--- src/rtl/opdec_pkg.sv ---
package opdec_pkg;
  localparam int BYTE_W = 8;
  localparam int LEN_W  = 2;
  localparam int CYC_W  = 3;
  localparam int QUAD_W = 2;
  localparam int NUM_HOLES = 11;

  typedef struct packed {
    logic [LEN_W-1:0] len;
    logic [CYC_W-1:0] cyc;
    logic             pfx;
    logic             halt;
  } dec_t;

  localparam logic [BYTE_W-1:0] HOLE_LIST [NUM_HOLES] = '{
    8'hD3, 8'hDB, 8'hDD, 8'hE3, 8'hE4, 8'hEB,
    8'hEC, 8'hED, 8'hF4, 8'hFC, 8'hFD
  };

  localparam logic [2:0] MEM_SEL = 3'd6;
endpackage

--- src/rtl/opdec_hole_detect.sv ---
module opdec_hole_detect
  import opdec_pkg::*;
(
  input  logic [BYTE_W-1:0] byte_in,
  output logic              is_hole
);
  logic [NUM_HOLES-1:0] hit;

  for (genvar g = 0; g < NUM_HOLES; g++) begin : g_cmp
    assign hit[g] = (byte_in == HOLE_LIST[g]);
  end

  assign is_hole = |hit;
endmodule

--- src/rtl/opdec_page0.sv ---
module opdec_page0
  import opdec_pkg::*;
(
  input  logic [BYTE_W-1:0] op,
  input  logic              taken,
  output dec_t              res
);
  logic [2:0] lo;
  logic [2:0] mid;
  logic       mid_mem;
  logic       lo_mem;

  assign lo      = op[2:0];
  assign mid     = op[5:3];
  assign mid_mem = (mid == MEM_SEL);
  assign lo_mem  = (lo == MEM_SEL);

  always_comb begin
    res = '{len: 2'd1, cyc: 3'd1, pfx: 1'b0, halt: 1'b0};
    unique case (op[7:6])
      2'b00: begin
        unique case (lo)
          3'b000: begin
            unique case (mid)
              3'd0: ;
              3'd1: begin res.len = 2'd3; res.cyc = 3'd5; end
              3'd2: res.len = 2'd2;
              3'd3: begin res.len = 2'd2; res.cyc = 3'd3; end
              default: begin
                res.len = 2'd2;
                res.cyc = taken ? 3'd3 : 3'd2;
              end
            endcase
          end
          3'b001: begin
            if (op[3]) res.cyc = 3'd2;
            else begin res.len = 2'd3; res.cyc = 3'd3; end
          end
          3'b010, 3'b011: res.cyc = 3'd2;
          3'b100, 3'b101: res.cyc = mid_mem ? 3'd3 : 3'd1;
          3'b110: begin
            res.len = 2'd2;
            res.cyc = mid_mem ? 3'd3 : 3'd2;
          end
          default: ;
        endcase
      end
      2'b01: begin
        if (mid_mem && lo_mem) res.halt = 1'b1;
        else if (mid_mem || lo_mem) res.cyc = 3'd2;
      end
      2'b10: res.cyc = lo_mem ? 3'd2 : 3'd1;
      default: begin
        unique case (lo)
          3'b000: begin
            if (!op[5]) res.cyc = taken ? 3'd5 : 3'd2;
            else begin
              res.len = 2'd2;
              res.cyc = (op[4:3] == 2'b01) ? 3'd4 : 3'd3;
            end
          end
          3'b001: begin
            if (!op[3]) res.cyc = 3'd3;
            else begin
              unique case (op[5:4])
                2'b00, 2'b01: res.cyc = 3'd4;
                2'b10: res.cyc = 3'd1;
                default: res.cyc = 3'd2;
              endcase
            end
          end
          3'b010: begin
            if (!op[5]) begin
              res.len = 2'd3;
              res.cyc = taken ? 3'd4 : 3'd3;
            end else if (op[3]) begin
              res.len = 2'd3; res.cyc = 3'd4;
            end else res.cyc = 3'd2;
          end
          3'b011: begin
            if (mid == 3'd0) begin res.len = 2'd3; res.cyc = 3'd4; end
            else if (mid == 3'd1) begin
              res.len = 2'd2; res.cyc = 3'd2; res.pfx = 1'b1;
            end
          end
          3'b100: begin
            if (!op[5]) begin
              res.len = 2'd3;
              res.cyc = taken ? 3'd6 : 3'd3;
            end
          end
          3'b101: begin
            if (!op[3]) res.cyc = 3'd4;
            else if (op[5:4] == 2'b00) begin res.len = 2'd3; res.cyc = 3'd6; end
          end
          3'b110: begin res.len = 2'd2; res.cyc = 3'd2; end
          default: res.cyc = 3'd4;
        endcase
      end
    endcase
  end
endmodule

--- src/rtl/opdec_page1.sv ---
module opdec_page1
  import opdec_pkg::*;
(
  input  logic [BYTE_W-1:0] op,
  output dec_t              res
);
  logic mem_op;
  logic bit_test;

  assign mem_op   = (op[2:0] == MEM_SEL);
  assign bit_test = (op[7:6] == 2'b01);

  always_comb begin
    res.len  = 2'd2;
    res.pfx  = 1'b1;
    res.halt = 1'b0;
    if (!mem_op)       res.cyc = 3'd2;
    else if (bit_test) res.cyc = 3'd3;
    else               res.cyc = 3'd4;
  end
endmodule

--- src/rtl/opdec_timing.sv ---
module opdec_timing
  import opdec_pkg::*;
(
  input  logic              clk,
  input  logic              rst,
  input  logic              op_valid,
  input  logic [BYTE_W-1:0] op_byte,
  input  logic              op_page2,
  input  logic              br_taken,
  output logic              out_valid,
  output logic [QUAD_W-1:0] out_quad,
  output logic [LEN_W-1:0]  out_len,
  output logic [CYC_W-1:0]  out_cyc,
  output logic              out_pfx,
  output logic              out_halt,
  output logic              out_illegal,
  output logic              lock
);
  dec_t d0, d1, dsel;
  logic hole_raw;
  logic hole;

  opdec_page0 i_page0 (.op(op_byte), .taken(br_taken), .res(d0));
  opdec_page1 i_page1 (.op(op_byte), .res(d1));
  opdec_hole_detect i_holes (.byte_in(op_byte), .is_hole(hole_raw));

  assign hole = hole_raw && !op_page2;
  assign dsel = op_page2 ? d1 : d0;

  always_ff @(posedge clk) begin
    if (rst) begin
      out_valid   <= 1'b0;
      out_quad    <= '0;
      out_len     <= '0;
      out_cyc     <= '0;
      out_pfx     <= 1'b0;
      out_halt    <= 1'b0;
      out_illegal <= 1'b0;
      lock        <= 1'b0;
    end else begin
      out_valid <= op_valid;
      if (op_valid) begin
        out_quad    <= op_byte[7:6];
        out_len     <= dsel.len;
        out_cyc     <= dsel.cyc;
        out_pfx     <= dsel.pfx;
        out_halt    <= dsel.halt;
        out_illegal <= hole;
        if (hole) lock <= 1'b1;
      end
    end
  end
endmodule

--- config.mk ---
export PLATFORM = sky130hd
export DESIGN_NAME = opdec_timing
export DESIGN_NICKNAME = d
export VERILOG_FILES = /design/src/rtl/opdec_pkg.sv /design/src/rtl/opdec_hole_detect.sv /design/src/rtl/opdec_page0.sv /design/src/rtl/opdec_page1.sv /design/src/rtl/opdec_timing.sv
export SDC_FILE = /design/constraint.sdc
export NUM_CORES = 1
export LEC_CHECK = 0
export ABC_AREA = 1
export CORE_UTILIZATION = 47
export DETAILED_ROUTE_END_ITERATION = 10
export PLACE_DENSITY = 0.76
export SLEW_MARGIN = 40
export SYNTH_ARGS = -nofsm -noshare
export SYNTH_HDL_FRONTEND = slang
export SYNTH_SLANG_ARGS = --single-unit
--- constraint.sdc ---
create_clock -name clk -period 1.5 [get_ports clk]
set_clock_uncertainty 0.1 [all_clocks]
set_input_delay 0.225 -clock clk [delete_from_list [all_inputs] [get_ports clk]]
set_output_delay 0.225 -clock clk [all_outputs]
set_load 0.02 [all_outputs]
==> results.yml, run 1 <==
logic_synthesis:
  yosysTopAreaCellShare_pct: 18.23
  yosysWarningCount: 0
  yosysSeqAreaShare_pct: 18.23
  synth_top_flop_cell: "dfxtp_1"
  synthSimpleGateAreaFrac_pct: 46.25
  syn_inst: 199
  synthXorXnorAreaFrac_pct: 0
  synth_largest_area_cell: "dfxtp_1"
  synth_top_family_by_area: "simple AND/OR/NAND/NOR gates"
  syn_area_um2: 1318
  synthTopCellsByArea: "dfxtp_1 (18%), nand2_1 (18%), nand3_1 (6.8%)"
  ys_seq_elements: 12
  synth_compound_area_share_pct: 15.95
  synthAdderAreaFrac_pct: 5.698
  syn_area_per_cell_um2: 6.621
  synth.area.mux_share_pct: 0
  synth_edf_count: 0
  synth_nets: 218
  async_reset_ff_share_pct: 0
  ys_types: 32
timing:
  post-route-min-period_ps: 1424
  hold_viol: 0
  relSlewSlack_pct: 80.61
  tightest_slew_ps: 290.8
  fin_ws_ps: 75.71
  whs_ps: 344.7
  max_freq_ghz: 0.7021
  setup_viol: 0
  fin_crit_sh_pct: 94.95
  slew_viol_final: 0
setup_path:
  crit_path_end: "out_cyc[0]"
  crit_slowest_cell: "dlygate4sd2_1"
  max_stage_delay_ps: 300
  critPathLaunch: "op_byte[1]"
  cp_cell_sequence: "dlygate4sd2_1 -> nand3_4 -> inv_2 -> ha_1 -> inv_2 -> nand2_1 -> nand2_1 -> nand2_1 -> nand2_1 -> a21oi_2 -> nand2_1 -> nand2_1 -> a21oi_2"
  cp-end-kind: "flip-flop"
  startpoint_type: "primary input"
  r2r-start: "out_halt"
  path_class: "in2reg"
  rr_endpoint: "out_halt"
  worst-r2r-cell-count: 2
  required_ps: 1570
  cpMostUsedCell: "nand2_1"
  crit_fanout: 2
  critPathArrivalTime_ps: 1490
  rrSetupSlack_ps: 750
floorplan:
  core_area_um2: 2567
  die_x_um: 54.95
  num_rows: 18
  die_area_um2: 3019
  ioPinCount: 25
  die_h_um: 54.95
  initial_utilization_pct: 51.32
cts:
  root_buffer: "clkbuf_4"
  numCtsBuffers: 3
  clk_transition_reported_paths_ps: 70
  hold_buffers: 0
  clock_tree.buffer_depth: 2
  cts.sinks: 12
  tritoncts: "yes"
  htree_num_levels: 1
  clock_latency_ps: 270
pwr:
  pwr_density_cell_nw_per_um2: 515.5
  p_comb_share_pct: 43.4
  swShare_pct: 36.43
  clkPwrFrac_pct: 20.5
  internal_power_w: 0.0006035
  power_frac_seq_pct: 36.1
  ir_drop_v: 0.0007002
  total_leakage_power_nw: 0.9567
  p_sw_w: 0.0003459
global_route:
  grt_pass1_vias: 1268
  grt_max_degree: 10
  overflow: 0
  grt_pass1_wl_um: 5485
  antenna_found_initial: 0
  grt_usage_pct: 25.09
run:
  drv_cap: 0
finish:
  final_cell_mix: "nand2_1 (62), buf_4 (32), nand3_1 (18), nor2_1 (18), dlygate4sd2_1 (18)"
  final_area_um2: 1842
  diodes: 0
  final_common_cell: "nand2_1"
  fin_cells: 283
  layout.nets: 274
  syn2layout_area_growth_pct: 39.79
  drive_gt1_share_pct: 32.81
status:
  status: "complete, no violations"
placed_design:
  dp.cells: 277
  dpl.hpwl_um: 2852
  numPortBuffers: 24
  place_congestion: 0.8741
  pre_cts_slack_ps: -525.6
  placed_area_um2: 1760
detailed_routing:
  wirelength_um: 3574
  via_per_inst: 5.201
  drc: 0
  vias: 1472
  firstDrtPassIters: 4
  wl_per_cell_um: 12.63
  ant_nets: 0
  drt_first_iter_violations: 64
worst_hold_path:
  hp-class: "in2reg"
power by group through the flow:
| stage | clock [W] | combinational (W) | sequential, W |
|---|---|---|---|
| 2_1_floorplan | 0 | 0.000227 | 0.000370 |
| 3_3_place_gp | 0 | 0.000399 | 0.000349 |
| 3_5_place_dp | 0 | 0.000404 | 0.000350 |
| 4_1_cts | 0.000196 | 0.000395 | 0.000343 |
| 5_1_grt | 0.000211 | 0.000449 | 0.000344 |
| 6_report | 0.000195 | 0.000412 | 0.000343 |
sequential cells by signal, summed over array words and instances, names as in the netlist:
register and cells:
lock 1, out_cyc 3, out_halt 1, out_illegal 1, out_len 2, out_pfx 1, out_quad 2, out_valid 1
worst min path at each step:
stage | depth (start not counted) | end | slack, ps | startpoint
final | 4 | out_quad[1] | 340 | op_byte[7]
after global routing | 4 | out_quad[1] | 350 | op_byte[7]
after CTS | 2 | lock | 360 | lock
after detailed placement | 2 | lock | 350 | lock
after global placement | 2 | lock | 340 | lock
after floorplan | 1 | out_quad[0] | 200 | rst
timing repair:
item	in CTS	in global routing
setup endpoints to repair	19	7
pin swaps	1	4
endpoints found under the hold margin	0	0
buffers inserted	1	2
gates resized for setup	23	19
per-layer routing:
metal	up-vias	track usage, %	wire length [um]
li1	752	-	-
met1	660	34.75	1557
met2	58	43.17	1766
met3	2	4.098	229
met4	0	0	21
met5	-	0	0
cells by family (layout without fill, tap and decap cells):
group | count (synthesis) | in the layout
adders and majority gates | 6 | 6
buffers and inverters | 31 | 85
and+or+nand+nor | 119 | 119
DFF | 12 | 12
AOI/OAI and AO/OA | 31 | 31
cells in the mapped netlist, types with 4 or more instances:
cell     count
nand2_1     63
inv_1       17
buf_6        4
nand3_1     18
ha_1         6
nand2_4      4
nor2_1      20
nor2_4       4
a21oi_1      8
dfxtp_1     12
a21oi_2      6
inv_2        4
cell type report:
type	count	area [um2]
flip-flops and latches	12	240.2
repair buffers	58	489.2
inverters	24	102.6
fillers	221	725.7
multi-input cells	156	949.7
clock buffers	3	22.52
well taps	30	37.54
critical path, delay by kind of cell:
| kind | cells | cell delay, ps |
|---|---|---|
| AND/OR/NAND/NOR | 7 | 460 |
| buffers and inverters | 3 | 380 |
| AO/OA/AOI/OAI | 2 | 150 |
| adder cells (fa/ha/maj) | 1 | 280 |
metrics by stage:
step / util [%] / TNS (ps) / power (W)
after floorplan: - / 0 / 0.0005964
after global placement: 68.57 / -3265 / 0.0007486
after detailed placement: 68.57 / -3376 / 0.0007547
after CTS: 69.35 / 0 / 0.0009335
after global routing: 71.73 / -4.616 / 0.001005
final: 71.73 / 0 / 0.0009495
Note: power is estimated with default switching activity, not from simulation.
==> run 2: changes to the inputs <==
--- a/config.mk
+++ b/config.mk
@@ -8,6 +8,8 @@
 export ABC_AREA = 1
 export CORE_UTILIZATION = 47
 export DETAILED_ROUTE_END_ITERATION = 10
+export HOLD_SLACK_MARGIN = 0.1
+export MAX_ROUTING_LAYER = met4
 export PLACE_DENSITY = 0.76
 export SLEW_MARGIN = 40
 export SYNTH_ARGS = -nofsm -noshare
==> results.yml, run 2 (synthesis results as in run 1) <==
status:
  status: "complete, but fails checks"
  violations: "setup timing"
worst_hold_path:
  hp-class: "reg2reg"
finish:
  final_cell_mix: "nand2_1 (62), buf_4 (28), nor2_1 (19)"
  seqCellArea_um2: 240.2
  largest_reg_flops: 3
  multi_input_area_um2: 933.4
  final_common_cell: "nand2_1"
  drive_gt1_share_pct: 28.80
  top_register: "out_cyc"
  nFillCells: 239
  reg_top3: "out_cyc x3, out_len x2, out_quad x2"
  layout.nets: 271
  diodes: 0
  syn2layout_area_growth_pct: 37.51
timing:
  rsz0062_at_grt: "yes"
  max_freq_ghz: 0.6594
  tightest_slew_ps: 237.7
  relSlewSlack_pct: 84.10
  post-route-min-period_ps: 1517
  fin_ws_ps: -16.64
  setup_viol: 1
  whs_ps: 348.1
  tns_ps: -16.64
  fin_crit_sh_pct: 101.1
  hold_viol: 0
  slew_viol_final: 0
detailed_routing:
  ant_nets: 0
  firstDrtPassIters: 4
  wl_per_cell_um: 12.56
  via_per_inst: 5.325
  drt_first_iter_violations: 52
  vias: 1491
  wirelength_um: 3516
  drc: 0
cts:
  hold_buffers: 0
  cts.sinks: 12
  numCtsBuffers: 3
  clock_latency_ps: 270
  clock_tree.buffer_depth: 2
  root_buffer: "clkbuf_4"
  clk_transition_reported_paths_ps: 70
  htree_num_levels: 1
  tritoncts: "yes"
setup_path:
  critPathArrivalTime_ps: 1580
  required_ps: 1560
  crit_fanout: 5
  cp-end-kind: "flip-flop"
  path_class: "in2reg"
  max_stage_delay_ps: 480
  crit_slowest_cell: "clkdlybuf4s50_1"
  startpoint_type: "primary input"
  cp_cell_sequence: "clkdlybuf4s50_1 -> buf_4 -> ha_2 -> inv_2 -> nor3_2 -> o2111ai_1 -> nand3_1 -> a21oi_1"
pwr:
  swShare_pct: 35.80
  ir_drop_v: 0.0007866
  pwr_density_cell_nw_per_um2: 515.4
  p_sw_w: 0.0003343
  p_comb_share_pct: 43.3
  power_frac_seq_pct: 36.6
  total_leakage_power_nw: 0.9380
  internal_power_w: 0.0005995
  clkPwrFrac_pct: 20.0
floorplan:
  die_x_um: 54.95
  die_h_um: 54.95
  core_area_um2: 2567
  die_area_um2: 3019
  num_rows: 18
  ioPinCount: 25
  initial_utilization_pct: 51.32
global_route:
  antenna_found_initial: 0
  grt_pass1_wl_um: 5347
  overflow: 0
  grt_max_degree: 10
  grt_usage_pct: 24.94
  grt_pass1_vias: 1227
run:
  drv_cap: 0
placed_design:
  place_congestion: 0.8684
  pre_cts_slack_ps: -515.3
  numPortBuffers: 24
  dpl.hpwl_um: 2796
==> run 2: changes by cell type in the layout (fill, tap and decap cells not counted), moves of 2 or more <==
cell             before  now
clkdlybuf4s15_1       0    3
a21oi_1               6    8
a21oi_2               8    6
ha_1                  2    4
buf_4                32   28
inv_2                 8    6
inv_1                13   15
dlygate4sd2_1        18   16
==> run 2: routing by layer <==
layer  GRT usage (%)  wire length, um  vias up
met5               -                0        -
met4               0               23        0
met3           3.825              258        4
met2           39.56             1636       62
met1           35.46             1597      675
li1                -                -      750
==> run 2: what timing repair did <==
action,CTS,global route
endpoints found under the setup margin,19,5
buffers inserted,1,0
pin swaps,0,2
resized for setup,26,10
==> run 2: final timing paths <==
path | start | slack (ps) | endpoint | depth (start not counted)
max | op_byte[7] | -20 | out_len[0] | 8
min | lock | 350 | lock | 2
max reg2reg | out_cyc[1] | 750 | out_cyc[1] | 2
min reg2reg | lock | 350 | lock | 2
==> run 2: power by group through the flow <==
stage	clock network, W	logic, W	registers (W)
after floorplan	0	0.000227	0.000370
after global placement	0	0.000397	0.000349
after detailed placement	0	0.000401	0.000350
after CTS	0.000197	0.000393	0.000342
after global routing	0.000201	0.000442	0.000344
final	0.000187	0.000405	0.000342
==> run 2: through the flow <==
| step | cell area, um2 | util [%] | cells | total power (W) |
|---|---|---|---|---|
| 2_1_floorplan | 1321 | - | 199 | 0.0005964 |
| 3_3_place_gp | 1753 | 68.27 | 276 | 0.0007461 |
| 3_5_place_dp | 1753 | 68.27 | 276 | 0.0007508 |
| 4_1_cts | 1777 | 69.20 | 280 | 0.0009319 |
| 5_1_grt | 1812 | 70.57 | 280 | 0.0009865 |
| 6_report | 1812 | 70.57 | 280 | 0.0009338 |
==> run 2: cell type report <==
class	count	share of cell area (%)
clock buffer	3	1.243
timing repair buffer	55	26.24
multi-input combinational	156	51.52
inverter	24	5.663
sequential	12	13.26
tap	30	2.072
==> run 2: worst max-delay path: cells and delay by family <==
kind	cells	cell delay, ps
AO/OA/AOI/OAI	2	230
buffers and inverters	3	660
AND/OR/NAND/NOR	2	280
adder cells (fa/ha/maj)	1	180
